==> config.mk <==
export PLATFORM = sky130hd
export DESIGN_NAME = qpmu_top
export DESIGN_NICKNAME = d
export VERILOG_FILES = /design/src/rtl/qpmu_pkg.sv /design/src/rtl/qpmu_fifo.sv /design/src/rtl/qpmu_irq.sv /design/src/rtl/qpmu_top.sv
export SDC_FILE = /design/constraint.sdc
export NUM_CORES = 2
export LEC_CHECK = 0
export BUFFER_PORTS_ARGS = -buffer_cell sky130_fd_sc_hd__buf_2
export CORE_MARGIN = 3
export CORE_UTILIZATION = 35
export DETAILED_ROUTE_END_ITERATION = 8
export PLACE_DENSITY = 0.62
export SYNTH_ARGS = -nofsm -noshare
export SYNTH_HDL_FRONTEND = slang
export SYNTH_HIERARCHICAL = 1
export SYNTH_SLANG_ARGS = --single-unit
export TNS_END_PERCENT = 20
==> constraint.sdc <==
create_clock -name clk_i -period 14.3 [get_ports clk_i]
set_clock_uncertainty 0.05 [all_clocks]
set_input_delay 2.145 -clock clk_i [delete_from_list [all_inputs] [get_ports clk_i]]
set_output_delay 2.145 -clock clk_i [all_outputs]
set_load 0.05 [all_outputs]
==> src/rtl/qpmu_pkg.sv <==
package qpmu_pkg;
  localparam int ADDR_W = 8;
  localparam int DW     = 32;

  localparam logic [ADDR_W-1:0] A_IMSG0 = 8'h10;
  localparam logic [ADDR_W-1:0] A_IMSG1 = 8'h14;
  localparam logic [ADDR_W-1:0] A_OMSG0 = 8'h18;
  localparam logic [ADDR_W-1:0] A_OMSG1 = 8'h1C;
  localparam logic [ADDR_W-1:0] A_DBELL = 8'h20;
  localparam logic [ADDR_W-1:0] A_ISTAT = 8'h24;
  localparam logic [ADDR_W-1:0] A_IMASK = 8'h28;
  localparam logic [ADDR_W-1:0] A_OSTAT = 8'h30;
  localparam logic [ADDR_W-1:0] A_OMASK = 8'h34;
  localparam logic [ADDR_W-1:0] A_INQ   = 8'h40;
  localparam logic [ADDR_W-1:0] A_OUTQ  = 8'h44;

  localparam int IS_MSG  = 0;
  localparam int IS_DB   = 2;
  localparam int IS_POST = 4;
  localparam int OS_MSG  = 0;
  localparam int OS_CMPL = 3;

  localparam logic [DW-1:0] EMPTY_WORD = '1;
endpackage

==> src/rtl/qpmu_fifo.sv <==
module qpmu_fifo #(
  parameter int DW    = 32,
  parameter int DEPTH = 16
) (
  input  logic          clk_i,
  input  logic          rst_ni,
  input  logic          push_i,
  input  logic [DW-1:0] data_i,
  input  logic          pop_i,
  output logic [DW-1:0] data_o,
  output logic          empty_o,
  output logic          full_o,
  output logic          drop_o
);
  localparam int AW = $clog2(DEPTH);

  logic [DW-1:0] mem [DEPTH];
  logic [AW:0]   wp_q, rp_q;
  logic          do_push, do_pop;

  assign empty_o = (wp_q == rp_q);
  assign full_o  = (wp_q[AW] != rp_q[AW]) && (wp_q[AW-1:0] == rp_q[AW-1:0]);
  assign do_push = push_i && !full_o;
  assign do_pop  = pop_i && !empty_o;
  assign drop_o  = push_i && full_o;
  assign data_o  = mem[rp_q[AW-1:0]];

  always_ff @(posedge clk_i or negedge rst_ni) begin
    if (!rst_ni) begin
      wp_q <= '0;
      rp_q <= '0;
    end else begin
      if (do_push) wp_q <= wp_q + 1'b1;
      if (do_pop)  rp_q <= rp_q + 1'b1;
    end
  end

  always_ff @(posedge clk_i) begin
    if (do_push) mem[wp_q[AW-1:0]] <= data_i;
  end
endmodule

==> src/rtl/qpmu_irq.sv <==
module qpmu_irq #(
  parameter int W = 32
) (
  input  logic [W-1:0] stat_i,
  input  logic [W-1:0] mask_i,
  output logic         irq_o
);
  // mask bit 1 disables the source
  assign irq_o = |(stat_i & ~mask_i);
endmodule

==> src/rtl/qpmu_top.sv <==
module qpmu_top
  import qpmu_pkg::*;
#(
  parameter int DEPTH = 16
) (
  input  logic              clk_i,
  input  logic              rst_ni,
  input  logic              h_rd_i,
  input  logic              h_wr_i,
  input  logic [ADDR_W-1:0] h_addr_i,
  input  logic [DW-1:0]     h_wdata_i,
  output logic [DW-1:0]     h_rdata_o,
  output logic              host_irq_o,
  input  logic              p_post_pop_i,
  output logic              p_post_valid_o,
  output logic [DW-1:0]     p_post_data_o,
  input  logic              p_cmpl_push_i,
  input  logic [DW-1:0]     p_cmpl_data_i,
  input  logic              p_free_push_i,
  input  logic [DW-1:0]     p_free_data_i,
  input  logic [1:0]        p_omsg_wr_i,
  input  logic [DW-1:0]     p_omsg_data_i,
  input  logic              p_imsg_ack_i,
  output logic [DW-1:0]     p_imsg0_o,
  output logic [DW-1:0]     p_imsg1_o,
  input  logic [DW-1:0]     p_db_clr_i,
  output logic [DW-1:0]     p_db_o,
  output logic              p_irq_o,
  output logic [2:0]        p_ovf_o
);
  logic [DW-1:0] imsg0_q, imsg1_q, omsg0_q, omsg1_q, db_q;
  logic [DW-1:0] in_mask, out_mask, in_stat, out_stat;
  logic          imsg_pend_q, msg_done_q;
  logic [2:0]    ovf_q;

  logic          free_push, free_pop, free_empty, free_full, free_drop, free_clash;
  logic [DW-1:0] free_wdata, free_head;
  logic          post_push, post_empty, post_full, post_drop;
  logic          cmpl_pop, cmpl_empty, cmpl_full, cmpl_drop;
  logic [DW-1:0] cmpl_head;
  logic [DW-1:0] rd_data;

  logic wr_imsg0, wr_imsg1, wr_db, wr_imask, wr_ostat, wr_omask, wr_inq, wr_outq;
  assign wr_imsg0 = h_wr_i && (h_addr_i == A_IMSG0);
  assign wr_imsg1 = h_wr_i && (h_addr_i == A_IMSG1);
  assign wr_db    = h_wr_i && (h_addr_i == A_DBELL);
  assign wr_imask = h_wr_i && (h_addr_i == A_IMASK);
  assign wr_ostat = h_wr_i && (h_addr_i == A_OSTAT);
  assign wr_omask = h_wr_i && (h_addr_i == A_OMASK);
  assign wr_inq   = h_wr_i && (h_addr_i == A_INQ);
  assign wr_outq  = h_wr_i && (h_addr_i == A_OUTQ);

  // free FIFO: host recycle wins over processor load
  assign free_push  = wr_outq || p_free_push_i;
  assign free_wdata = wr_outq ? h_wdata_i : p_free_data_i;
  assign free_clash = wr_outq && p_free_push_i;
  assign free_pop   = h_rd_i && (h_addr_i == A_INQ);
  assign post_push  = wr_inq;
  assign cmpl_pop   = h_rd_i && (h_addr_i == A_OUTQ);

  qpmu_fifo #(.DW(DW), .DEPTH(DEPTH)) u_free (
    .clk_i, .rst_ni, .push_i(free_push), .data_i(free_wdata), .pop_i(free_pop),
    .data_o(free_head), .empty_o(free_empty), .full_o(free_full), .drop_o(free_drop));

  qpmu_fifo #(.DW(DW), .DEPTH(DEPTH)) u_post (
    .clk_i, .rst_ni, .push_i(post_push), .data_i(h_wdata_i), .pop_i(p_post_pop_i),
    .data_o(p_post_data_o), .empty_o(post_empty), .full_o(post_full), .drop_o(post_drop));

  qpmu_fifo #(.DW(DW), .DEPTH(DEPTH)) u_cmpl (
    .clk_i, .rst_ni, .push_i(p_cmpl_push_i), .data_i(p_cmpl_data_i), .pop_i(cmpl_pop),
    .data_o(cmpl_head), .empty_o(cmpl_empty), .full_o(cmpl_full), .drop_o(cmpl_drop));

  always_ff @(posedge clk_i or negedge rst_ni) begin
    if (!rst_ni) begin
      imsg0_q     <= '0;
      imsg1_q     <= '0;
      omsg0_q     <= '0;
      omsg1_q     <= '0;
      db_q        <= '0;
      in_mask     <= '1;
      out_mask    <= '1;
      imsg_pend_q <= 1'b0;
      msg_done_q  <= 1'b0;
      ovf_q       <= '0;
    end else begin
      if (wr_imsg0) imsg0_q <= h_wdata_i;
      if (wr_imsg1) imsg1_q <= h_wdata_i;
      if (p_omsg_wr_i[0]) omsg0_q <= p_omsg_data_i;
      if (p_omsg_wr_i[1]) omsg1_q <= p_omsg_data_i;
      if (wr_imask) in_mask  <= h_wdata_i;
      if (wr_omask) out_mask <= h_wdata_i;
      db_q <= (db_q & ~p_db_clr_i) | (wr_db ? h_wdata_i : '0);
      if (wr_imsg0)          imsg_pend_q <= 1'b1;
      else if (p_imsg_ack_i) imsg_pend_q <= 1'b0;
      // completion match sets, host write-1 clears; set wins
      if (p_omsg_wr_i[0] && (p_omsg_data_i == imsg0_q)) msg_done_q <= 1'b1;
      else if (wr_ostat && h_wdata_i[OS_MSG])            msg_done_q <= 1'b0;
      ovf_q <= ovf_q | {cmpl_drop, post_drop, free_drop || free_clash};
    end
  end

  always_comb begin
    in_stat          = '0;
    in_stat[IS_MSG]  = imsg_pend_q;
    in_stat[IS_DB]   = |db_q;
    in_stat[IS_POST] = !post_empty;
    out_stat          = '0;
    out_stat[OS_MSG]  = msg_done_q;
    out_stat[OS_CMPL] = !cmpl_empty;
  end

  qpmu_irq #(.W(DW)) u_host_irq (.stat_i(out_stat), .mask_i(out_mask), .irq_o(host_irq_o));
  qpmu_irq #(.W(DW)) u_proc_irq (.stat_i(in_stat),  .mask_i(in_mask),  .irq_o(p_irq_o));

  always_comb begin
    case (h_addr_i)
      A_IMSG0: rd_data = imsg0_q;
      A_IMSG1: rd_data = imsg1_q;
      A_OMSG0: rd_data = omsg0_q;
      A_OMSG1: rd_data = omsg1_q;
      A_DBELL: rd_data = db_q;
      A_ISTAT: rd_data = in_stat;
      A_IMASK: rd_data = in_mask;
      A_OSTAT: rd_data = out_stat;
      A_OMASK: rd_data = out_mask;
      A_INQ:   rd_data = free_empty ? EMPTY_WORD : free_head;
      A_OUTQ:  rd_data = cmpl_empty ? EMPTY_WORD : cmpl_head;
      default: rd_data = '0;
    endcase
  end

  assign h_rdata_o      = h_rd_i ? rd_data : '0;
  assign p_post_valid_o = !post_empty;
  assign p_imsg0_o      = imsg0_q;
  assign p_imsg1_o      = imsg1_q;
  assign p_db_o         = db_q;
  assign p_ovf_o        = ovf_q;
endmodule

==> flow_summary.yaml <==
timing:
  hold_viol_final: 0
  maxSlewHeadroom_pct: 20.5
  tightestPinTransition_ps: 1190
  rsz0062_at_grt: "no"
  finalSetupTns_ps: 0
  drv_slew: 0
  finalSetupViolCount: 0
  finalCritPeriodShare_pct: 55.1
  max_freq_ghz: 0.127
  min_period_ps: 7870
run_status:
  status: "finished, final reports clean"
min_path:
  min_delay_path_depth: 1
  min_from: "p_ovf_o[2]"
  hold_end: "p_ovf_o[2]"
  hold_class: "reg -> reg"
detailed_routing:
  drc: 0
  ant_nets: 0
  drt-total-wl_um: 217000
  first_pass_iters: 7
  drt_first_iter_violations: 4730
  vias_per_cell: 5.61
  num_vias: 39700
  routedWlPerCell_um: 30.7
global_route:
  met1_usage_pct: 27.6
  grt_max_degree: 85
  grt_util_met2_pct: 31.2
  antenna_found_initial: 50
  grt_pass1_vias: 38800
  grtUsageMet3_pct: 4.48
  grt_util_all_layers_pct: 20.3
  gr-total-overflow: 0
  gr-max-usage-layer: "met2"
  grt_pass1_wl_um: 303000
clock_network:
  cts_sinks: 1795
  ctsHoldBuffers: 0
  clk_latency_ps: 850
  cts_buffers: 184
  cts-root-buf: "clkbuf_16"
  cts_tree: "yes"
  htreeDepth: 4
  path_clk_slew_ps: 60
  cts_setup_buffers: 0
  cts_resized: 0
  clock_tree.buffer_depth: 3
place:
  place.gp.congestion: 0.916
  place_inst: 6711
  place_area_um2: 77200
  dp_hpwl_um: 137000
  numPortBuffers: 343
power:
  ir_drop_mv: 0.130
  power.total_mw: 13.2
  power_leakage_nw: 27.6
  power.density_cell_area_nw_per_um2: 158
worst_setup_path:
  critPathCaptureType: "primary output"
  crit_path_cell_trace: "buf_2, nor4b_4, nand2_1, o22ai_1, a21oi_1, a31oi_1, buf_2"
  r2r_slack_ps: 10660
  worstSetupPathType: "in -> out"
  crit_family: "simple AND/OR/NAND/NOR gates"
  critPathMaxFanout: 16
  worst_path_most_repeated_cell: "buf_2"
  ff2ff_path_depth: 5
  cp-start-kind: "input pin"
  r2r_start: "u_free/rp_q[0]"
  path_buf_inv: 2
  cp_slowest_cell: "nor4b_4"
  worstReg2RegEnd: "u_free/mem[9][4]"
  arrival_ps: 5680
  critical-path-max-stage-delay_ps: 870
  required_ps: 12100
die:
  die_h_um: 460
  row_count: 165
  die_w_um: 460
  fp.dieArea_um2: 212000
  start_util_pct: 35.4
  coreArea_um2: 204000
  num_io_pins: 344
synthesis:
  yosys_warnings: 6
  synthTopCellsByCount: "edfxtp_1 (1536), mux4_2 (328), o22ai_1 (236)"
  netlist_area_um2: 72100
  synth_area_leaders: "edfxtp_1 (64%), mux4_2 (10%), dfrtp_1 (6.8%), mux2_2 (3.3%), dfstp_2 (2.3%)"
  synth_top_cell_by_area: "edfxtp_1"
  synth.most_common_cell: "edfxtp_1"
  avgSynthCellArea_um2: 19.3
  synth_edf_count: 1536
  synth.distinct_cells: 70
  synthCells: 3744
  synthFlopType: "edfxtp_1"
  async_flop_share_pct: 14.4
  synth_top_area_share_pct: 64.0
  ys_seq_elements: 1795
  ys_seq_area_share_pct: 73.0
flow_run:
  max_cap_violations: 0
cells_and_area:
  postLayoutCellArea_um2: 83200
  fin_cells: 7073
  drive_gt1_share_pct: 32.2
  area_growth_pct: 15.3
  nNetsFinal: 4418
## sequential cells by signal, indices dropped and copies added (netlist names), 32 cells and up
| signal | cells |
|---|---|
| omsg1_q | 32 |
| omsg0_q | 32 |
| in_mask | 32 |
| p_db_o | 32 |
| out_mask | 32 |
| p_imsg0_o | 32 |
| u_post/mem | 512 |
| u_free/mem | 512 |
| p_imsg1_o | 32 |
| u_cmpl/mem | 512 |
## metal layers
layer | vias up | wire, um | part of all wire, %
met5 | - | 68 | 0.031
met4 | 10 | 9950 | 4.6
met3 | 396 | 18200 | 8.4
met2 | 1869 | 101000 | 47
met1 | 21200 | 87700 | 40
li1 | 16200 | - | -
## cells in the final DEF, fill, tap and decap left out, types with 56 or more instances in the layout
cell type | Yosys | routed
conb_1 | 1 | 59
mux4_2 | 328 | 328
edfxtp_1 | 1536 | 1536
buf_2 | 93 | 343
o22ai_1 | 236 | 236
mux2_2 | 212 | 212
clkbuf_16 | 0 | 184
dfrtp_1 | 195 | 186
mux4_1 | 56 | 56
nand2_1 | 95 | 95
nor2_1 | 200 | 179
inv_1 | 109 | 109
dfstp_2 | 64 | 64
buf_4 | 19 | 112
## cell families (layout without fill, tap and decap cells)
kind of cell,count (synthesis),after routing,share of synthesized area (%)
flip-flops,1795,1795,73.0
multiplexers,631,631,16.1
AO/OA/AOI/OAI,477,477,4.44
AND/OR/NAND/NOR,429,429,2.78
buffers and inverters,328,905,2.50
XOR/XNOR,68,68,0.852
adder cells (fa/ha/maj),15,15,0.260
other,1,81,0.00520
## how the worst max path moves through the flow
| stage | startpoint | to | slack, ps | cells past startpoint |
|---|---|---|---|---|
| after floorplan | h_addr_i[3] | u_free/mem[2][0] | 7130 | 8 |
| after global placement | h_addr_i[4] | h_rdata_o[14] | 6660 | 7 |
| after detailed placement | h_addr_i[4] | h_rdata_o[14] | 6570 | 7 |
| after CTS | u_free/rp_q[0] | h_rdata_o[12] | 6530 | 10 |
| after global routing | u_cmpl/rp_q[1] | h_rdata_o[12] | 6430 | 10 |
| final | h_addr_i[4] | h_rdata_o[11] | 6430 | 7 |
## final cells by class
type | count | area [um2]
tap | 2672 | 3340
inverter | 109 | 409
antenna | 22 | 55.1
fill | 18100 | 120000
clock buffer | 240 | 4910
sequential | 1795 | 52700
timing repair buffer | 456 | 2570
clock inverter | 100 | 982
multi-input combinational | 1679 | 18200
## power breakdown
group | leakage [nW] | internal [mW] | total (mW) | switching (mW)
Combinational | 7.70 | 0.743 | 2.24 | 1.49
Clock | 2.84 | 2.61 | 4.66 | 2.05
Sequential | 17.0 | 6.06 | 6.27 | 0.209
Total | 27.6 | 9.41 | 13.2 | 3.76
## stage by stage
stage / hold slack, ps / worst slack (ps) / utilization [%]
after floorplan: 423 / 7130 / -
after global placement: 400 / 6660 / 37.9
after detailed placement: 398 / 6570 / 37.9
after CTS: 415 / 6530 / 40.8
after global routing: 451 / 6430 / 40.8
final: 414 / 6430 / 40.9
(Power assumes the default switching activity.)
